<file path="config.mk">
export PLATFORM = sky130hd
export DESIGN_NAME = thresh_pack
export DESIGN_NICKNAME = d
export VERILOG_FILES = /design/src/rtl/thresh_pack_pkg.sv /design/src/rtl/thresh_pack_sel.sv /design/src/rtl/thresh_pack_cmp.sv /design/src/rtl/thresh_pack_addr.sv /design/src/rtl/thresh_pack.sv
export SDC_FILE = /design/constraint.sdc
export NUM_CORES = 1
export LEC_CHECK = 0
export BUFFER_PORTS_ARGS = -buffer_cell sky130_fd_sc_hd__buf_2
export CORE_MARGIN = 2
export CORE_UTILIZATION = 53
export CTS_CLUSTER_DIAMETER = 40
export CTS_CLUSTER_SIZE = 12
export DETAILED_ROUTE_END_ITERATION = 10
export GPL_TIMING_DRIVEN = 0
export HOLD_SLACK_MARGIN = 0.03
export PLACE_DENSITY_LB_ADDON = 0.15
export SETUP_SLACK_MARGIN = 0.3
export SYNTH_ARGS = -nofsm -noshare
export SYNTH_HDL_FRONTEND = slang
export SYNTH_HIERARCHICAL = 1
export SYNTH_SLANG_ARGS = --single-unit
</file>
<file path="constraint.sdc">
create_clock -name clk -period 3.6 [get_ports clk]
set_clock_uncertainty 0.2 [all_clocks]
set_input_delay 0.36 -clock clk [delete_from_list [all_inputs] [get_ports clk]]
set_output_delay 0.36 -clock clk [all_outputs]
set_load 0.02 [all_outputs]
</file>
<file path="src/rtl/thresh_pack_pkg.sv">
package thresh_pack_pkg;

  // Source of the per-chunk threshold.
  typedef enum logic {
    THR_MANUAL   = 1'b0,
    THR_FROM_MAX = 1'b1
  } thr_src_e;

endpackage

</file>
<file path="src/rtl/thresh_pack_sel.sv">
module thresh_pack_sel
  import thresh_pack_pkg::*;
#(
  parameter int PIX_W   = 8,
  parameter int SHIFT_W = 3
) (
  input  logic               clk,
  input  logic               rst_n,
  input  logic               cfg_thr_we,
  input  logic [PIX_W-1:0]   cfg_thr,
  input  logic               cfg_ctrl_we,
  input  logic [SHIFT_W-1:0] cfg_shift,
  input  logic               cfg_auto,
  input  logic               chunk_start,
  input  logic [PIX_W-1:0]   chunk_max,
  output logic [PIX_W-1:0]   thr_eff
);

  logic [PIX_W-1:0]   man_q, man_d;
  logic [SHIFT_W-1:0] shift_q, shift_d;
  thr_src_e           src_q, src_d;
  logic [PIX_W-1:0]   thr_q, thr_d;
  logic [PIX_W-1:0]   thr_new;

  // Candidate threshold from the configuration in force before this cycle.
  always_comb begin
    if (src_q == THR_FROM_MAX) thr_new = chunk_max >> shift_q;
    else                       thr_new = man_q;
  end

  always_comb begin
    man_d   = man_q;
    shift_d = shift_q;
    src_d   = src_q;
    thr_d   = thr_q;
    if (cfg_thr_we)  man_d = cfg_thr;
    if (cfg_ctrl_we) begin
      shift_d = cfg_shift;
      src_d   = thr_src_e'(cfg_auto);
    end
    if (chunk_start) thr_d = thr_new;
  end

  // A beat in the start cycle already sees the new threshold.
  assign thr_eff = chunk_start ? thr_new : thr_q;

  always_ff @(posedge clk or negedge rst_n) begin
    if (!rst_n) begin
      man_q   <= '0;
      shift_q <= '0;
      src_q   <= THR_MANUAL;
      thr_q   <= '0;
    end else begin
      man_q   <= man_d;
      shift_q <= shift_d;
      src_q   <= src_d;
      thr_q   <= thr_d;
    end
  end

endmodule

</file>
<file path="src/rtl/thresh_pack_cmp.sv">
module thresh_pack_cmp #(
  parameter int LANES = 8,
  parameter int PIX_W = 8
) (
  input  logic [LANES*PIX_W-1:0] pix_data,
  input  logic [PIX_W-1:0]       thr,
  output logic [LANES-1:0]       flags
);

  for (genvar g = 0; g < LANES; g++) begin : g_lane
    assign flags[g] = pix_data[g*PIX_W +: PIX_W] > thr;
  end

endmodule

</file>
<file path="src/rtl/thresh_pack_addr.sv">
module thresh_pack_addr #(
  parameter int WORDS  = 600,
  parameter int ADDR_W = 10
) (
  input  logic              clk,
  input  logic              rst_n,
  input  logic              chunk_start,
  input  logic              pix_valid,
  output logic              accept,
  output logic [ADDR_W-1:0] addr,
  output logic              last
);

  localparam logic [ADDR_W-1:0] LAST_ADDR = ADDR_W'(WORDS - 1);

  logic [ADDR_W-1:0] cnt_q, cnt_d;
  logic              open_q, open_d;

  always_comb begin
    addr   = chunk_start ? '0 : cnt_q;
    accept = pix_valid && (chunk_start || open_q);
    last   = accept && (addr == LAST_ADDR);
  end

  always_comb begin
    cnt_d  = cnt_q;
    open_d = open_q;
    if (chunk_start) begin
      cnt_d  = '0;
      open_d = 1'b1;
    end
    if (accept) begin
      if (last) begin
        cnt_d  = '0;
        open_d = 1'b0;
      end else begin
        cnt_d  = addr + 1'b1;
      end
    end
  end

  always_ff @(posedge clk or negedge rst_n) begin
    if (!rst_n) begin
      cnt_q  <= '0;
      open_q <= 1'b0;
    end else begin
      cnt_q  <= cnt_d;
      open_q <= open_d;
    end
  end

endmodule

</file>
<file path="src/rtl/thresh_pack.sv">
module thresh_pack #(
  parameter int LANES   = 8,
  parameter int PIX_W   = 8,
  parameter int CHUNK_W = 80,
  parameter int CHUNK_H = 60,
  parameter int SHIFT_W = 3,
  localparam int ROW_WORDS = CHUNK_W / LANES,
  localparam int WORDS     = ROW_WORDS * CHUNK_H,
  localparam int ADDR_W    = $clog2(WORDS)
) (
  input  logic                   clk,
  input  logic                   rst_n,
  input  logic                   cfg_thr_we,
  input  logic [PIX_W-1:0]       cfg_thr,
  input  logic                   cfg_ctrl_we,
  input  logic [SHIFT_W-1:0]     cfg_shift,
  input  logic                   cfg_auto,
  input  logic                   chunk_start,
  input  logic [PIX_W-1:0]       chunk_max,
  input  logic                   pix_valid,
  input  logic [LANES*PIX_W-1:0] pix_data,
  output logic                   wr_en,
  output logic [ADDR_W-1:0]      wr_addr,
  output logic [LANES-1:0]       wr_data,
  output logic                   chunk_done
);

  logic [PIX_W-1:0]  thr_eff;
  logic [LANES-1:0]  flags;
  logic              accept;
  logic              last;
  logic [ADDR_W-1:0] addr;

  thresh_pack_sel #(.PIX_W(PIX_W), .SHIFT_W(SHIFT_W)) u_sel (
    .clk         (clk),
    .rst_n       (rst_n),
    .cfg_thr_we  (cfg_thr_we),
    .cfg_thr     (cfg_thr),
    .cfg_ctrl_we (cfg_ctrl_we),
    .cfg_shift   (cfg_shift),
    .cfg_auto    (cfg_auto),
    .chunk_start (chunk_start),
    .chunk_max   (chunk_max),
    .thr_eff     (thr_eff)
  );

  thresh_pack_cmp #(.LANES(LANES), .PIX_W(PIX_W)) u_cmp (
    .pix_data (pix_data),
    .thr      (thr_eff),
    .flags    (flags)
  );

  thresh_pack_addr #(.WORDS(WORDS), .ADDR_W(ADDR_W)) u_addr (
    .clk         (clk),
    .rst_n       (rst_n),
    .chunk_start (chunk_start),
    .pix_valid   (pix_valid),
    .accept      (accept),
    .addr        (addr),
    .last        (last)
  );

  logic              en_q, en_d;
  logic              done_q, done_d;
  logic [ADDR_W-1:0] addr_q, addr_d;
  logic [LANES-1:0]  data_q, data_d;

  always_comb begin
    en_d   = accept;
    done_d = last;
    addr_d = addr_q;
    data_d = data_q;
    if (accept) begin
      addr_d = addr;
      data_d = flags;
    end
  end

  always_ff @(posedge clk or negedge rst_n) begin
    if (!rst_n) begin
      en_q   <= 1'b0;
      done_q <= 1'b0;
      addr_q <= '0;
      data_q <= '0;
    end else begin
      en_q   <= en_d;
      done_q <= done_d;
      addr_q <= addr_d;
      data_q <= data_d;
    end
  end

  assign wr_en      = en_q;
  assign wr_addr    = addr_q;
  assign wr_data    = data_q;
  assign chunk_done = done_q;

endmodule

</file>
==> metrics.txt, run 1 <==
status finished, final reports clean; unrepaired setup endpoints after global routing no; Sw Ratio 0.339; largest net degree at the start of global routing between 50 and 60; Die Y-Extent 90.5 um; Max Cap Violations 0; CTS clk-pin slew, worst paths 100 ps; fin area 4740 um^2; core area 7250 um^2; GP Congestion 0.878; worst-path fanout max 10; Residual DRC 0; die area 8180 um^2; Critical Path RT 3590 ps; max-slew violations 0; row count 31; Pre-antenna DRT Iters 4; Setup violations, final 0; WP buf/inv 1; Routed WL 9.28 mm; Synth Cell Area 3960 um^2; CTS tree yes; Avg Cell Area, Syn 10.8 um^2; Rel. slew slack 0.220; Critical Path Max Stage Delay 590 ps; cells after synthesis around 370; Root Driver clkbuf_8; GRT Resource Usage Total 0.232; Hold Violations, Final 0; placement-stage cell area 4630 um^2; crit path from u_sel/shift_q[2]; clock network fraction of design power 0.229; Sink Count 51; Fill cells ~630; fin crit period between 3000 and 4000 ps; hold crit path type input pin to flip-flop; dpl hpwl 7.30 mm; crit start category flip-flop; Initial DRC Count approximately 130; Post-synth EDFFs 0; DR vias/cell approximately 5.6; Hold WS 57.4 ps; Post-Route Setup TNS 0 ps; worst-margin pin slew 1170 ps; Ports between 100 and 150; Pleak 2.36 nW; global-route wire length before repair 15.5 mm; initial antenna violation count 0; Initial Util 0.546; Worst setup EP type flip-flop; clock buffer count from CTS 5; count of cell types in the netlist 49; Ant. Diodes 0; worst hold path startpoint cfg_auto; Crit path max-delay family compound AO/OA/AOI/OAI gates; P_int 0.00114 W; clk buf depth 2; Crit Path Category flip-flop to flip-flop; Crit-path slowest cell a21oi_2; sequential element share of the synthesized area 0.322; Top FF cell, synth dfrtp_1; CTS Hold Bufs 0; CP arrival 3050 ps; clk_lat worst skew roughly 300 ps; IO Port Bufs 108; vias in the first global route 3377; Net Count, Synth approximately 520; Seq cells post-synth 51; grt total ovfl 0; Yosys warnings 6; final period utilization 0.851; Nets between 600 and 700; Synth async-reset ratio 1.00; Max Freq 0.327 GHz; Routed WL per cell 16.0 um; VDD IR-drop max 200 uV; Antenna Nets Post-Route 0; vias after detailed routing 3243; Gate power share 0.392; Power Dens Cells 365 nW/um^2; worst r2r src u_sel/shift_q[2]; Seq pwr share 0.380; layout cell share with drive strength beyond 1 0.383; most frequent cell on the critical path a21oi_2; net load switching power 0.000585 W; H-tree levels 2; die span in x 90.5 um; Area growth syn-to-layout 19.5%; critical path, cell by cell buf_4 -> nand2b_4 -> o311ai_0 -> a31oi_1 -> a21oi_2 -> ha_1 -> nor2b_4 -> o211ai_2 -> a21oi_2 -> o22a_1 -> mux2_2
worst min-delay path: cells and delay by family:
family / cells / cell delay, ps
AOI/OAI and AO/OA: 1 / 50
buffers and inverters: 1 / 70
and+or+nand+nor: 1 / 40
timing repair:
action / in CTS / in global routing
endpoints found under the setup margin: 8 / 0
hold endpoints to repair: 0 / 0
buffers inserted: 0 / 0
gates resized for setup: 1 / 0
layer usage:
| layer | routed length [um] | GRT usage | part of all wire | vias to the layer above |
|---|---|---|---|---|
| li1 | - | - | - | 1613 |
| met4 | 155 | 0.0590 | 0.017 | 0 |
| met1 | 4040 | 0.293 | 0.44 | 1519 |
| met2 | 4660 | 0.412 | 0.50 | 93 |
| met3 | 430 | 0.0384 | 0.046 | 18 |
| met5 | 0 | 0 | 0 | - |
stage by stage:
step	cells	util	total power (W)	setup WS, ps
2_1_floorplan	368	-	0.00114	929
3_3_place_gp	575	0.638	0.00131	246
3_5_place_dp	575	0.638	0.00134	186
4_1_cts	582	0.653	0.00174	499
5_1_grt	582	0.653	0.00185	348
6_report	582	0.653	0.00173	537
power by group through the flow:
stage          logic (W)  registers, W  clock network, W
6_report        0.000677      0.000655          0.000395
5_1_grt         0.000757      0.000663          0.000425
4_1_cts         0.000680      0.000656          0.000407
3_5_place_dp    0.000675      0.000668                 0
3_3_place_gp    0.000643      0.000665                 0
2_1_floorplan   0.000436      0.000700                 0
cell families after synthesis:
group / after synthesis / synth area share
and+or+nand+nor: 93 / 0.151
AOI/OAI and AO/OA: 85 / 0.152
adders and majority gates: 65 / 0.205
DFF: 51 / 0.322
muxes: 37 / 0.113
buffers and inverters: 30 / 0.0423
xor gates and xnor gates: 7 / 0.0155
path summary, 6_finish.rpt:
path	to	slack [ps]	cells past startpoint
setup / recovery	wr_data[7]	540	11
hold reg to reg	wr_data[4]	310	1
hold / removal	u_sel/src_q	60	3
min in group asynchronous	u_sel/man_q[3]	90	1
setup reg to reg	wr_data[7]	540	11
max in group asynchronous	wr_data[2]	2400	1
sequential cells by signal, indices dropped and copies added, names as in the netlist, 3 cells and up:
name,count
u_sel/thr_q,8
u_addr/cnt_q,10
wr_data,8
u_sel/man_q,8
wr_addr,10
u_sel/shift_q,3
synth_stat cells (5+ instances only):
library cell  number  share of area
a21oi_1           31          0.039
a21oi_2            9          0.020
dfrtp_1           51           0.32
ha_1              65           0.21
inv_1             19          0.018
mux2_2            21          0.060
mux2_4            10          0.038
mux2i_1            6          0.015
nand2_1           18          0.017
nand2b_1           5         0.0079
nand3_1            5         0.0063
nand4_1           18          0.028
nor2_1            14          0.013
nor2b_1            6         0.0095
nor2b_4            8          0.028
o211ai_2           8          0.025
o21ai_0           12          0.015
o22a_1             8          0.018
xnor2_1            6          0.013
final cells by class:
type / instances / area, um^2 / share of cell area
well taps: 99 / 124 / 0.0261
clock inverters: 2 / 37.5 / 0.00792
repair buffers: 108 / 541 / 0.114
clock buffers: 5 / 68.8 / 0.0145
inverters: 19 / 71.3 / 0.0151
flip-flops and latches: 51 / 1280 / 0.269
multi-input cells: 287 / 2520 / 0.532
plain buffers: 11 / 96.3 / 0.0203
cell usage in the layout (no fill, tap or decap), drive strengths merged, types with 5 or more instances in the layout:
cell / Yosys / routed
dfrtp: 51 / 51
and2b: 5 / 5
o22a: 8 / 8
nand4: 18 / 18
nor2b: 14 / 14
mux2i: 6 / 6
nand2: 18 / 18
a21oi: 40 / 40
mux2: 31 / 31
nor2: 14 / 14
o21ai: 13 / 13
inv: 19 / 19
xnor2: 6 / 6
buf: 8 / 116
o211ai: 8 / 8
nand2b: 6 / 6
nand3: 5 / 5
ha: 65 / 65
clkbuf: 3 / 8
Power figures use the tool's default switching activity.
==> run 2, diff against run 1 <==
CELL_PAD_IN_SITES_DETAIL_PLACEMENT = 1   (was unset)
CELL_PAD_IN_SITES_GLOBAL_PLACEMENT = 2   (was unset)
CORE_UTILIZATION = 33   (was 53)
==> metrics.txt, run 2 (synthesized netlist as in run 1, its figures left out) <==
status finished, final reports clean (unchanged); IO Port Bufs 108 (unchanged); Pleak 2.39 nW (was 2.36 nW); Hold Violations, Final 0 (unchanged); Setup violations, final 0 (unchanged); worst r2r src u_sel/shift_q[0] (was u_sel/shift_q[2]); post-CTS setup buffers 0 (unchanged); CTS clk-pin slew, worst paths 70 ps (was 100 ps); Gate power share 0.371 (was 0.392); CP arrival 3080 ps (was 3050 ps); GP Congestion 0.756 (was 0.878); most common cell after layout, fill and taps aside buf_2 (unchanged); H-tree levels 2 (unchanged); Nets 638 (unchanged); Area growth syn-to-layout 22.7% (was 19.5%); Ports 110 (unchanged); Seq pwr share 0.352 (was 0.380); global-route wire length before repair 17.2 mm (was 15.5 mm); dpl ws -103 ps (was 186 ps); row count 40 (was 31); Max Freq 0.323 GHz (was 0.327 GHz); Sink Count 51 (unchanged); die area 12900 um^2 (was 8180 um^2); P_int 0.00124 W (was 0.00114 W); VDD IR-drop max 210 uV (was 200 uV); flop2flop setup slack 500 ps (was 540 ps); Residual DRC 0 (unchanged); FF/Latch Area 1280 um^2 (unchanged); hold crit path type input pin to flip-flop (unchanged); Worst setup EP type flip-flop (unchanged); clk buf depth 2 (unchanged); fin crit period 3100 ps (was 3060 ps); die span in x 114 um (was 90.5 um); Antenna Nets Post-Route 0 (unchanged); Critical Path RT 3580 ps (was 3590 ps); Root Driver clkbuf_16 (was clkbuf_8); Sw Ratio 0.338 (was 0.339); worst hold path startpoint cfg_auto (unchanged); Hold WS 78.8 ps (was 57.4 ps); Crit Path Category flip-flop to flip-flop (unchanged); clock network fraction of design power 0.277 (was 0.229); GRT Resource Usage Total 0.172 (was 0.232); Initial Util 0.334 (was 0.546); worst-margin pin slew 1190 ps (was 1170 ps); r2r worst-path depth 11 (unchanged); Routed WL per cell 17.1 um (was 16.0 um); max-slew violations 0 (unchanged); clock buffer count from CTS 5 (unchanged); dpl hpwl 8.48 mm (was 7.30 mm); unrepaired setup endpoints after global routing no (unchanged); DR vias/cell 5.20 (was 5.57); net load switching power 0.000630 W (was 0.000585 W); layout cell share with drive strength beyond 1 0.386 (was 0.383); core area 11900 um^2 (was 7250 um^2); Hold EP u_sel/src_q (unchanged); clk_lat worst skew 290 ps (was 300 ps); vias in the first global route 3399 (was 3377); worst-path fanout max 10 (unchanged); Power Dens Cells 384 nW/um^2 (was 365 nW/um^2); Max Cap Violations 0 (unchanged); crit start category flip-flop (unchanged); Pre-antenna DRT Iters 4 (unchanged); Die Y-Extent 114 um (was 90.5 um); final period utilization 0.861 (was 0.851); Hold Crit Depth 3 (unchanged); Routed WL 10.8 mm (was 9.28 mm); Initial DRC Count 111 (was 129); grt total ovfl 0 (unchanged); Pwr Total 0.00187 W (was 0.00173 W); vias after detailed routing 3286 (was 3243); Rel. slew slack 0.209 (was 0.220); R2R Path End wr_data[6] (was wr_data[7]); Fill cells 1388 (was 625); largest net degree at the start of global routing 52 (unchanged); area of the multi-input gates 2530 um^2 (was 2520 um^2); initial antenna violation count 1 (was 0); commonest cells after routing, fill and taps aside buf_2, ha_1, dfrtp_1 (unchanged); Final Worst Setup Slack 501 ps (was 537 ps); CTS tree yes (unchanged); CTS Hold Bufs 0 (unchanged)
## run 2: cell count changes in the layout (fill, tap and decap cells not counted), sizes merged
| cell | before | now |
|---|---|---|
| bufinv | 1 | 0 |
| diode | 0 | 1 |
| clkbuf | 8 | 10 |
## run 2: how the worst max path moves through the flow
stage                                 from    endpoint  cells past startpoint  slack [ps]
after floorplan           u_sel/shift_q[2]  wr_data[5]                     11         930
after global placement         chunk_start  wr_data[3]                     11         -20
after detailed placement       chunk_start  wr_data[3]                     11        -100
after CTS                 u_sel/shift_q[2]  wr_data[3]                     11         410
after global routing      u_sel/shift_q[2]  wr_data[3]                     12         340
final                     u_sel/shift_q[0]  wr_data[6]                     11         500
## run 2: timing repair
item | CTS | global route
gates resized for setup | 1 | 2
pin swaps | 0 | 0
endpoints found under the setup margin | 8 | 7
endpoints found under the hold margin | 0 | 0
## run 2: metal layers
metal,up-vias,share of wire,GRT usage
met5,-,0,0
met4,0,0.019,0.0488
met3,15,0.040,0.0292
met2,67,0.49,0.298
met1,1600,0.45,0.223
li1,1604,-,-
## run 2: area by class of cell
class,count,share of cell area
well taps,147,0.0378
diodes,1,0.000515
inverters,19,0.0147
clock buffers,7,0.0314
clock inverters,1,0.00154
repair buffers,108,0.111
multi-input cells,287,0.521
plain buffers,11,0.0198
flip-flops and latches,51,0.262
## run 2: power groups by stage
| stage | Combinational (W) | Clock (W) | Sequential (W) |
|---|---|---|---|
| global route | 0.000777 | 0.000555 | 0.000665 |
| global placement | 0.000670 | 0 | 0.000667 |
| floorplan | 0.000436 | 0 | 0.000700 |
| detailed placement | 0.000699 | 0 | 0.000668 |
| finish | 0.000691 | 0.000517 | 0.000657 |
| CTS | 0.000704 | 0.000536 | 0.000658 |
## run 2: stage by stage
step	area, um^2	TNS [ps]	instances	utilization
floorplan	3960	0	368	-
global placement	4690	-15.1	623	0.395
detailed placement	4690	-668	623	0.395
CTS	4850	0	631	0.409
global route	4860	0	632	0.410
finish	4860	0	632	0.410
## run 2: worst max-delay path, cell delays in order, from the launching register on
cell and delay [ps]:
dfrtp_1 370, buf_6 130, buf_6 130, o311ai_0 430, o221ai_1 180, o21ai_0 130, inv_1 280, ha_1 420
a21oi_1 220, a21oi_2 80, o22a_1 160, mux2_4 250
